### config.mk
export PLATFORM = sky130hd
export DESIGN_NAME = evt_ctr_bank
export DESIGN_NICKNAME = d
export VERILOG_FILES = /design/src/rtl/perfctr_pkg.sv /design/src/rtl/evt_sel_mux.sv /design/src/rtl/ctr_slice.sv /design/src/rtl/evt_ctr_bank.sv
export SDC_FILE = /design/constraint.sdc
export NUM_CORES = 1
export LEC_CHECK = 0
export ABC_AREA = 1
export ABC_CLOCK_PERIOD_IN_PS = 4000
export CAP_MARGIN = 25
export CORE_MARGIN = 4
export CORE_UTILIZATION = 40
export CTS_BUF_LIST = sky130_fd_sc_hd__clkbuf_8 sky130_fd_sc_hd__clkbuf_16
export CTS_CLUSTER_SIZE = 25
export DETAILED_ROUTE_END_ITERATION = 7
export HOLD_SLACK_MARGIN = 0.15
export PLACE_DENSITY = 0.64
export RECOVER_POWER = 100
export SYNTH_ARGS = -nofsm -noshare
export SYNTH_HDL_FRONTEND = slang
export SYNTH_SLANG_ARGS = --single-unit
### constraint.sdc
create_clock -name clk -period 4 [get_ports clk]
set_input_delay 0.8 -clock clk [delete_from_list [all_inputs] [get_ports clk]]
set_output_delay 0.8 -clock clk [all_outputs]
set_load 0.005 [all_outputs]
### src/rtl/perfctr_pkg.sv
// Shared types for the performance counter bank.
// Assumes a five-bit event select code for every counter.
package perfctr_pkg;

    localparam int SEL_W = 5;

    // Per-counter control word held by each slice
    typedef struct packed {
        logic             en;   // local count enable
        logic             ie;   // interrupt on overflow enable
        logic [SEL_W-1:0] code; // event select code
    } ctr_cfg_t;

endpackage

### src/rtl/evt_sel_mux.sv
// Event selector: maps a select code onto one pulse out of NUM_PORT*SRC_PER_PORT.
// Code = port*SRC_PER_PORT + source. Codes at or above the event count select nothing.
// Assumes NUM_PORT*SRC_PER_PORT fits in the code width.
module evt_sel_mux #(
    parameter int NUM_PORT     = 4,
    parameter int SRC_PER_PORT = 6,
    parameter int SEL_W        = 5,
    localparam int NUM_EVT     = NUM_PORT * SRC_PER_PORT
) (
    input  logic [NUM_EVT-1:0] evt_in,
    input  logic [SEL_W-1:0]   code,
    output logic               hit
);

    // Group the flat event vector by port for readability of the decode
    logic [SRC_PER_PORT-1:0] port_evt [NUM_PORT];

    for (genvar p = 0; p < NUM_PORT; p++) begin : g_port
        assign port_evt[p] = evt_in[p*SRC_PER_PORT +: SRC_PER_PORT];
    end

    // Decode port and source from the code; an illegal code leaves hit low
    always_comb begin
        hit = 1'b0;
        for (int p = 0; p < NUM_PORT; p++) begin
            for (int s = 0; s < SRC_PER_PORT; s++) begin
                if (code == SEL_W'(p*SRC_PER_PORT + s)) begin
                    hit = port_evt[p][s];
                end
            end
        end
    end

    // The decode needs every legal code to fit in the code width
    initial begin
        AST_SEL_FITS: assert (NUM_EVT <= (1 << SEL_W));
    end

endmodule

### src/rtl/ctr_slice.sv
// One counter: control word, wide count register, overflow interrupt and sticky flag.
// Assumes event pulses are sampled once per cycle. A preload beats an increment.
// The interrupt is registered, so it is seen together with the wrapped value.
module ctr_slice
    import perfctr_pkg::*;
#(
    parameter int CTR_W        = 48,
    parameter int NUM_PORT     = 4,
    parameter int SRC_PER_PORT = 6,
    localparam int NUM_EVT     = NUM_PORT * SRC_PER_PORT
) (
    input  logic               clk,
    input  logic               rst_n,
    input  logic               glb_en,
    input  logic [NUM_EVT-1:0] evt_in,
    input  logic               cfg_we,
    input  ctr_cfg_t           cfg_wdata,
    input  logic               cnt_we,
    input  logic [CTR_W-1:0]   cnt_wdata,
    input  logic               ovf_clr,
    output logic [CTR_W-1:0]   cnt_q,
    output logic               ovf_irq,
    output logic               ovf_sts
);

    ctr_cfg_t         cfg_q;
    logic             evt_hit;
    logic             step;
    logic             carry;
    logic [CTR_W-1:0] cnt_inc;
    logic             wrap;

    evt_sel_mux #(
        .NUM_PORT     (NUM_PORT),
        .SRC_PER_PORT (SRC_PER_PORT),
        .SEL_W        (SEL_W)
    ) u_sel (
        .evt_in (evt_in),
        .code   (cfg_q.code),
        .hit    (evt_hit)
    );

    // Control word register
    always_ff @(posedge clk) begin
        if (!rst_n) begin
            cfg_q <= '0;
        end else if (cfg_we) begin
            cfg_q <= cfg_wdata;
        end
    end

    // Increment value, carry out of the top bit, and the qualified count step
    always_comb begin
        {carry, cnt_inc} = {1'b0, cnt_q} + {{CTR_W{1'b0}}, 1'b1};
        step             = cfg_q.en & glb_en & evt_hit;
        wrap             = step & ~cnt_we & carry;
    end

    // Count register: preload first, then increment
    always_ff @(posedge clk) begin
        if (!rst_n) begin
            cnt_q <= '0;
        end else if (cnt_we) begin
            cnt_q <= cnt_wdata;
        end else if (step) begin
            cnt_q <= cnt_inc;
        end
    end

    // One-cycle interrupt request on a wrap with the interrupt enabled
    always_ff @(posedge clk) begin
        if (!rst_n) begin
            ovf_irq <= 1'b0;
        end else begin
            ovf_irq <= wrap & cfg_q.ie;
        end
    end

    // Sticky overflow flag, a wrap outranks a clear
    always_ff @(posedge clk) begin
        if (!rst_n) begin
            ovf_sts <= 1'b0;
        end else if (wrap) begin
            ovf_sts <= 1'b1;
        end else if (ovf_clr) begin
            ovf_sts <= 1'b0;
        end
    end

    AST_NO_COUNT_WHEN_OFF: assert property (@(posedge clk) disable iff (!rst_n)
        (!cnt_we && !(cfg_q.en && glb_en)) |=> $stable(cnt_q));

    AST_STEP_BY_ONE: assert property (@(posedge clk) disable iff (!rst_n)
        !cnt_we |=> (cnt_q == $past(cnt_q)) || (cnt_q == $past(cnt_q) + 1'b1));

    AST_ILLEGAL_CODE_IDLE: assert property (@(posedge clk) disable iff (!rst_n)
        (!cnt_we && cfg_q.code >= SEL_W'(NUM_EVT)) |=> $stable(cnt_q));

    AST_IRQ_AT_ZERO: assert property (@(posedge clk) disable iff (!rst_n)
        ovf_irq |-> (cnt_q == '0));

    AST_IRQ_SINGLE: assert property (@(posedge clk) disable iff (!rst_n)
        ovf_irq |=> !ovf_irq);

    AST_IRQ_SETS_FLAG: assert property (@(posedge clk) disable iff (!rst_n)
        ovf_irq |-> ovf_sts);

    AST_PRELOAD_WINS: assert property (@(posedge clk) disable iff (!rst_n)
        cnt_we |=> (cnt_q == $past(cnt_wdata)));

    AST_FROZEN_GLOBAL: assert property (@(posedge clk) disable iff (!rst_n)
        (!glb_en && !cnt_we) |=> $stable(cnt_q));

endmodule

### src/rtl/evt_ctr_bank.sv
// Bank of event-selectable counters that share one global enable.
// Routes control writes, preloads and flag clears to each slice and muxes the read port.
// Assumes NUM_CTR is at least two; an index past the last counter reads zero.
module evt_ctr_bank
    import perfctr_pkg::*;
#(
    parameter int NUM_CTR      = 4,
    parameter int CTR_W        = 48,
    parameter int NUM_PORT     = 4,
    parameter int SRC_PER_PORT = 6,
    localparam int NUM_EVT     = NUM_PORT * SRC_PER_PORT,
    localparam int IDX_W       = $clog2(NUM_CTR)
) (
    input  logic               clk,
    input  logic               rst_n,
    input  logic [NUM_EVT-1:0] evt_in,
    input  logic               glb_en,
    input  logic               cfg_we,
    input  logic [IDX_W-1:0]   cfg_idx,
    input  logic               cfg_en,
    input  logic               cfg_ie,
    input  logic [SEL_W-1:0]   cfg_code,
    input  logic               cnt_we,
    input  logic [IDX_W-1:0]   cnt_idx,
    input  logic [CTR_W-1:0]   cnt_wdata,
    input  logic [NUM_CTR-1:0] ovf_clr,
    input  logic [IDX_W-1:0]   rd_idx,
    output logic [CTR_W-1:0]   rd_data,
    output logic [NUM_CTR-1:0] ovf_irq,
    output logic [NUM_CTR-1:0] ovf_sts
);

    ctr_cfg_t         cfg_word;
    logic [CTR_W-1:0] cnt_all [NUM_CTR];

    // Pack the control write fields into the shared control type
    always_comb begin
        cfg_word.en   = cfg_en;
        cfg_word.ie   = cfg_ie;
        cfg_word.code = cfg_code;
    end

    for (genvar i = 0; i < NUM_CTR; i++) begin : g_ctr
        ctr_slice #(
            .CTR_W        (CTR_W),
            .NUM_PORT     (NUM_PORT),
            .SRC_PER_PORT (SRC_PER_PORT)
        ) u_slice (
            .clk       (clk),
            .rst_n     (rst_n),
            .glb_en    (glb_en),
            .evt_in    (evt_in),
            .cfg_we    (cfg_we && (cfg_idx == IDX_W'(i))),
            .cfg_wdata (cfg_word),
            .cnt_we    (cnt_we && (cnt_idx == IDX_W'(i))),
            .cnt_wdata (cnt_wdata),
            .ovf_clr   (ovf_clr[i]),
            .cnt_q     (cnt_all[i]),
            .ovf_irq   (ovf_irq[i]),
            .ovf_sts   (ovf_sts[i])
        );
    end

    // Read port: current value of the addressed counter
    always_comb begin
        rd_data = '0;
        for (int i = 0; i < NUM_CTR; i++) begin
            if (rd_idx == IDX_W'(i)) begin
                rd_data = cnt_all[i];
            end
        end
    end

    AST_RESET_QUIET: assert property (@(posedge clk)
        !rst_n |=> (ovf_irq == '0) && (ovf_sts == '0) && (rd_data == '0));

endmodule

======== Yosys cells after proc, flatten, opt, wreduce, memory -nomap -nowiden ========
Index checks and enable logic that the tools add are counted.
word-level totals
  register bits ........................... 228
operators by class
  $add $sub $neg .......................... 4
  equal/unequal tests ..................... 101
  mux-type cells .......................... 116
  bitwise gates (word level) .............. 24
  reductions and logical operators ........ 23
operators by type and width
  kind                                           number
  2-to-1 mux 48 bit                              12
  adder 48 x 1 -> 49 bit, second input constant  4
  == test 5 x 4 -> 1 bit, second input constant  32
  == test 5 bit, second input constant           32
  2-to-1 mux 1 bit                               104
  == test 5 x 3 -> 1 bit, second input constant  16
  == test 5 x 2 -> 1 bit, second input constant  8
  AND 1 bit                                      20
  == test 5 x 1 -> 1 bit, second input constant  4
  logical NOT 5 bit                              4
  nonzero test 2 bit                             8
  == test 2 bit, second input constant           6
  logical AND 1 bit                              8
  == test 2 x 1 -> 1 bit, second input constant  3
  logical NOT 2 bit                              3
  NOT 1 bit                                      4

======== Longest topological paths before layout ========
  depth after elaboration ................. 29
  depth in mapped cells ................... 24
  gate-level depth less buffers ........... 22

======== Hierarchy ========
Synthesis repeated with hierarchy kept, for this count alone.
unflattened totals
  cell total of the unflattened synthesis .. 3219
  area total of the unflattened synthesis .. 18886.9 sq um
modules (own cells, without submodules)
  module                             instances  cells an instance  area each (sq um)
  ctr_slice at g_ctr[0].u_slice ...  3          644                3823.7
  ctr_slice at g_ctr[1].u_slice      1          645                3941.3
  evt_sel_mux                        4          87                 444.2
  evt_ctr_bank                       1          294                1697.9

======== Least setup slack after synthesis ========
No wires, ideal clock.
  kind .................................... input -> output
  start ................................... input rd_idx[0]
  end ..................................... output rd_data[17]
  arrival ................................. 1.863 ns
  setup slack ............................. 1.337 ns
  stages .................................. 7
  buffers on the path ..................... 2
  cell sequence ........................... clkbuf_1 nor2_1 inv_1 clkbuf_1 nor2_1 a221oi_1 o21ai_0
on the way
  cells in the longest elaborated chain, start to end .. 5
  elaborated cells between the ends (all ways) .. 8
RTL lines
  item                             RTL line            text
  start: declaration               evt_ctr_bank.sv:27  input logic [IDX_W-1:0] rd_idx,
  logical NOT 2 bit                evt_ctr_bank.sv:68  if (rd_idx == IDX_W'(i)) begin
  2-to-1 mux 48 bit (3 in series)  evt_ctr_bank.sv:68
  2-to-1 mux 48 bit *              evt_ctr_bank.sv:68
  end: declaration                 evt_ctr_bank.sv:28  output logic [CTR_W-1:0] rd_data,
Mark *: on every way between the ends. The rest lies on a longest branch, timed or not.

======== Final worst setup path ========
  start ................................... input rd_idx[1]
  end ..................................... output rd_data[36]
Same word-level chain as after synthesis.

==> metrics.yaml <==
timing:
  rsz0062_at_grt: "false"
  min_period_ns: 3.885
  fin_crit_sh_pct: 97.12
  slew_violations: 0
  setup_viol: 0
  hold_viol_final: 0
  tightest_slew_ns: 1.188
  fmax_ghz: 0.2574
  worst_slack_ns: 0.1150
  fin_skew_ns: 0.01671
  max-slew-margin-rel_pct: 20.82
  setup_tns_ns: 0
status:
  status: "finished clean"
logic_synthesis:
  yosys_most_used_dff: "dfxtp_1"
  ys_top_cells_by_area: "dfxtp_1, nand2_1, nand3_1"
  synth_top_cell_by_area: "dfxtp_1"
  syn_area_um2: 17730
  synth_top_area_share_pct: 25.75
  syn_area_per_cell_um2: 5.993
  synth_cell_types: 49
  synth_edf_count: 0
  seq_area_frac_synth_pct: 25.75
  synthCells: 2958
  synth_nets: 3056
  ys_warn_count: 0
  synth-seq-cells: 228
  async_flop_share_pct: 0
clock_network:
  htreeDepth: 1
  root_buffer: "clkbuf_16"
  cts_tree: "built"
  clkSinkCount: 228
  cts-resized-gates: 0
  cts_buffers: 31
  clkLatencyLatePin_ns: 0.58
  cts.clk_slew.worst_paths_ns: 0.05
  post-cts-setup-buffers: 0
  cts_buffer_depth: 3
  ctsHoldBuffers: 0
floorplan:
  dieArea_um2: 47750
  die_w_um: 218.5
  row_count: 76
  start_util_pct: 40.79
  core_area_um2: 43460
  die_h_um: 218.5
  io-pin-count: 150
worst_setup_path:
  crit_chain: "clkdlybuf4s50_1 -> inv_1 -> nand2_1 -> buf_4 -> nor2_1 -> a221oi_1 -> o21ai_0 -> dlygate4sd3_1"
  end_kind: "primary output"
  critPathMaxFanout: 13
  crit_buf_inv: 4
  max_stage_delay_ns: 0.62
  critPathArrivalTime_ns: 3.08
  slowest_stage: "dlygate4sd3_1"
  crit_path_start_kind: "primary input"
  critPathKind: "in -> out"
  required_ns: 3.20
  path_delay_family: "buffers and inverters"
pwr:
  powerDensity_nw_per_um2: 294.5
  p_leak_nw: 7.710
  peakVddDrop_mv: 0.2965
grt:
  grt.total_usage_pct: 28.76
  grt_overflow_total: 0
  antenna_found_initial: 3
  grt-busiest-layer: "met2"
  grt_max_degree: 88
  grt_pass1_wl_mm: 109.3
  grtUsageMet1_pct: 41.10
  use_met2_pct: 42.45
  grt_util_met3_pct: 8.217
  grt_pass1_vias: 19034
routing:
  routed_via_density: 5.677
  vias: 20586
  post_drt_wl_per_cell_um: 19.67
  drtPass1Iterations: 6
  first_iter_violations: 2599
  route.detailed.drc: 0
  postRouteAntennaNets: 0
  routed_wl_mm: 71.33
place:
  port_buffers: 149
  dpl_worst_slack_ns: 0.2913
  gp_congestion: 0.9821
  placedInstanceArea_um2: 19670
  dp_hpwl_mm: 53.54
  post-place-cells: 3569
layout:
  final_util_pct: 47.62
  instances_no_fill: 3626
  syn_to_final_growth_pct: 16.75
  nets: 3115
  drive_gt1_share_pct: 5.888
  post-route-cell-area_um2: 20700
job:
  maxCapViolCount: 0
worst_hold_path:
  min_path_type: "reg -> reg"
## layout by cell type, fill, tap and decap left out, drive strengths merged, types with 51 or more instances in the layout
cell and count:
xor2 123, a21oi 239, nand3 313, dfxtp 228
o21ai 129, nand4 107, nor2 186, clkdlybuf4s50 115
nor3 80, nand2 976, clkbuf 51, inv 258
## state kept, by name, summed over array words and instances, names as in the netlist
name	cells
g_ctr.u_slice.ovf_sts	4
g_ctr.u_slice.cnt_q	192
g_ctr.u_slice.ovf_irq	4
g_ctr.u_slice.cfg_q	28
## routing by layer
layer	vias up	part of all wire [%]
li1	9894	-
met3	123	13
met4	4	2.6
met5	-	0.034
met1	9527	43
met2	1038	42
## metrics by stage
step	hold slack, ns	total power, mW
2_1_floorplan	0.4119	2.791
3_3_place_gp	0.4316	3.139
3_5_place_dp	0.4336	3.145
4_1_cts	0.4435	6.122
5_1_grt	0.4769	6.281
6_report	0.4419	6.095
## final cells by class
cell class	count	area (um2)
diodes	1	2.502
well taps	585	732.0
repair buffers	192	1838
inverters	257	969.7
clock buffers	42	927.1
clock inverters	14	170.2
flip-flops and latches	228	4564
multi-input cells	2307	11490
fillers	4552	22760
## cell families after synthesis
group / synth area share [%]
DFF: 25.75
adders and majority gates: 0.2823
AOI/OAI and AO/OA: 13.08
and+or+nand+nor: 43.70
buffers and inverters: 9.430
xor gates and xnor gates: 7.757
## worst register-to-register path: cells and delay by family (launching register included)
kind / cells / cell delay (ns)
DFF: 1 / 0.41
AOI/OAI and AO/OA: 1 / 0.22
and+or+nand+nor: 14 / 2.64
buffers and inverters: 1 / 0.08
adders and majority gates: 1 / 0.21
## synth_stat cells, types with 7 or more instances
cell	n
nand2_1	972
nand3_1	299
inv_1	242
a21oi_1	238
dfxtp_1	228
nor2_1	163
clkbuf_1	124
xor2_1	123
o21ai_0	122
nand4_1	102
nor3_1	69
nor4_1	40
xnor2_1	34
buf_2	25
o2111ai_1	17
o22ai_1	15
buf_4	14
nor2_2	14
nand3_2	13
inv_2	12
nor2_4	9
a221oi_1	8
o31ai_1	8
nor3_2	7
o21ai_1	7
## power by group
| group | leakage (nW) | switching (mW) | internal (mW) |
|---|---|---|---|
| Combinational | 5.31 | 0.517 | 0.230 |
| Clock | 0.556 | 1.13 | 1.86 |
| Sequential | 1.84 | 0.0530 | 2.31 |
## final timing paths
path,start,to,cells after the start,slack (ns)
max,rd_idx[1],rd_data[36],8,0.12
min,g_ctr[1].u_slice.cfg_q[5],g_ctr[1].u_slice.ovf_irq,2,0.44
max reg2reg,g_ctr[2].u_slice.cnt_q[0],g_ctr[2].u_slice.ovf_sts,17,0.35
min reg2reg,g_ctr[1].u_slice.cfg_q[5],g_ctr[1].u_slice.ovf_irq,2,0.44
No activity file was read; power rests on OpenSTA's default activity.
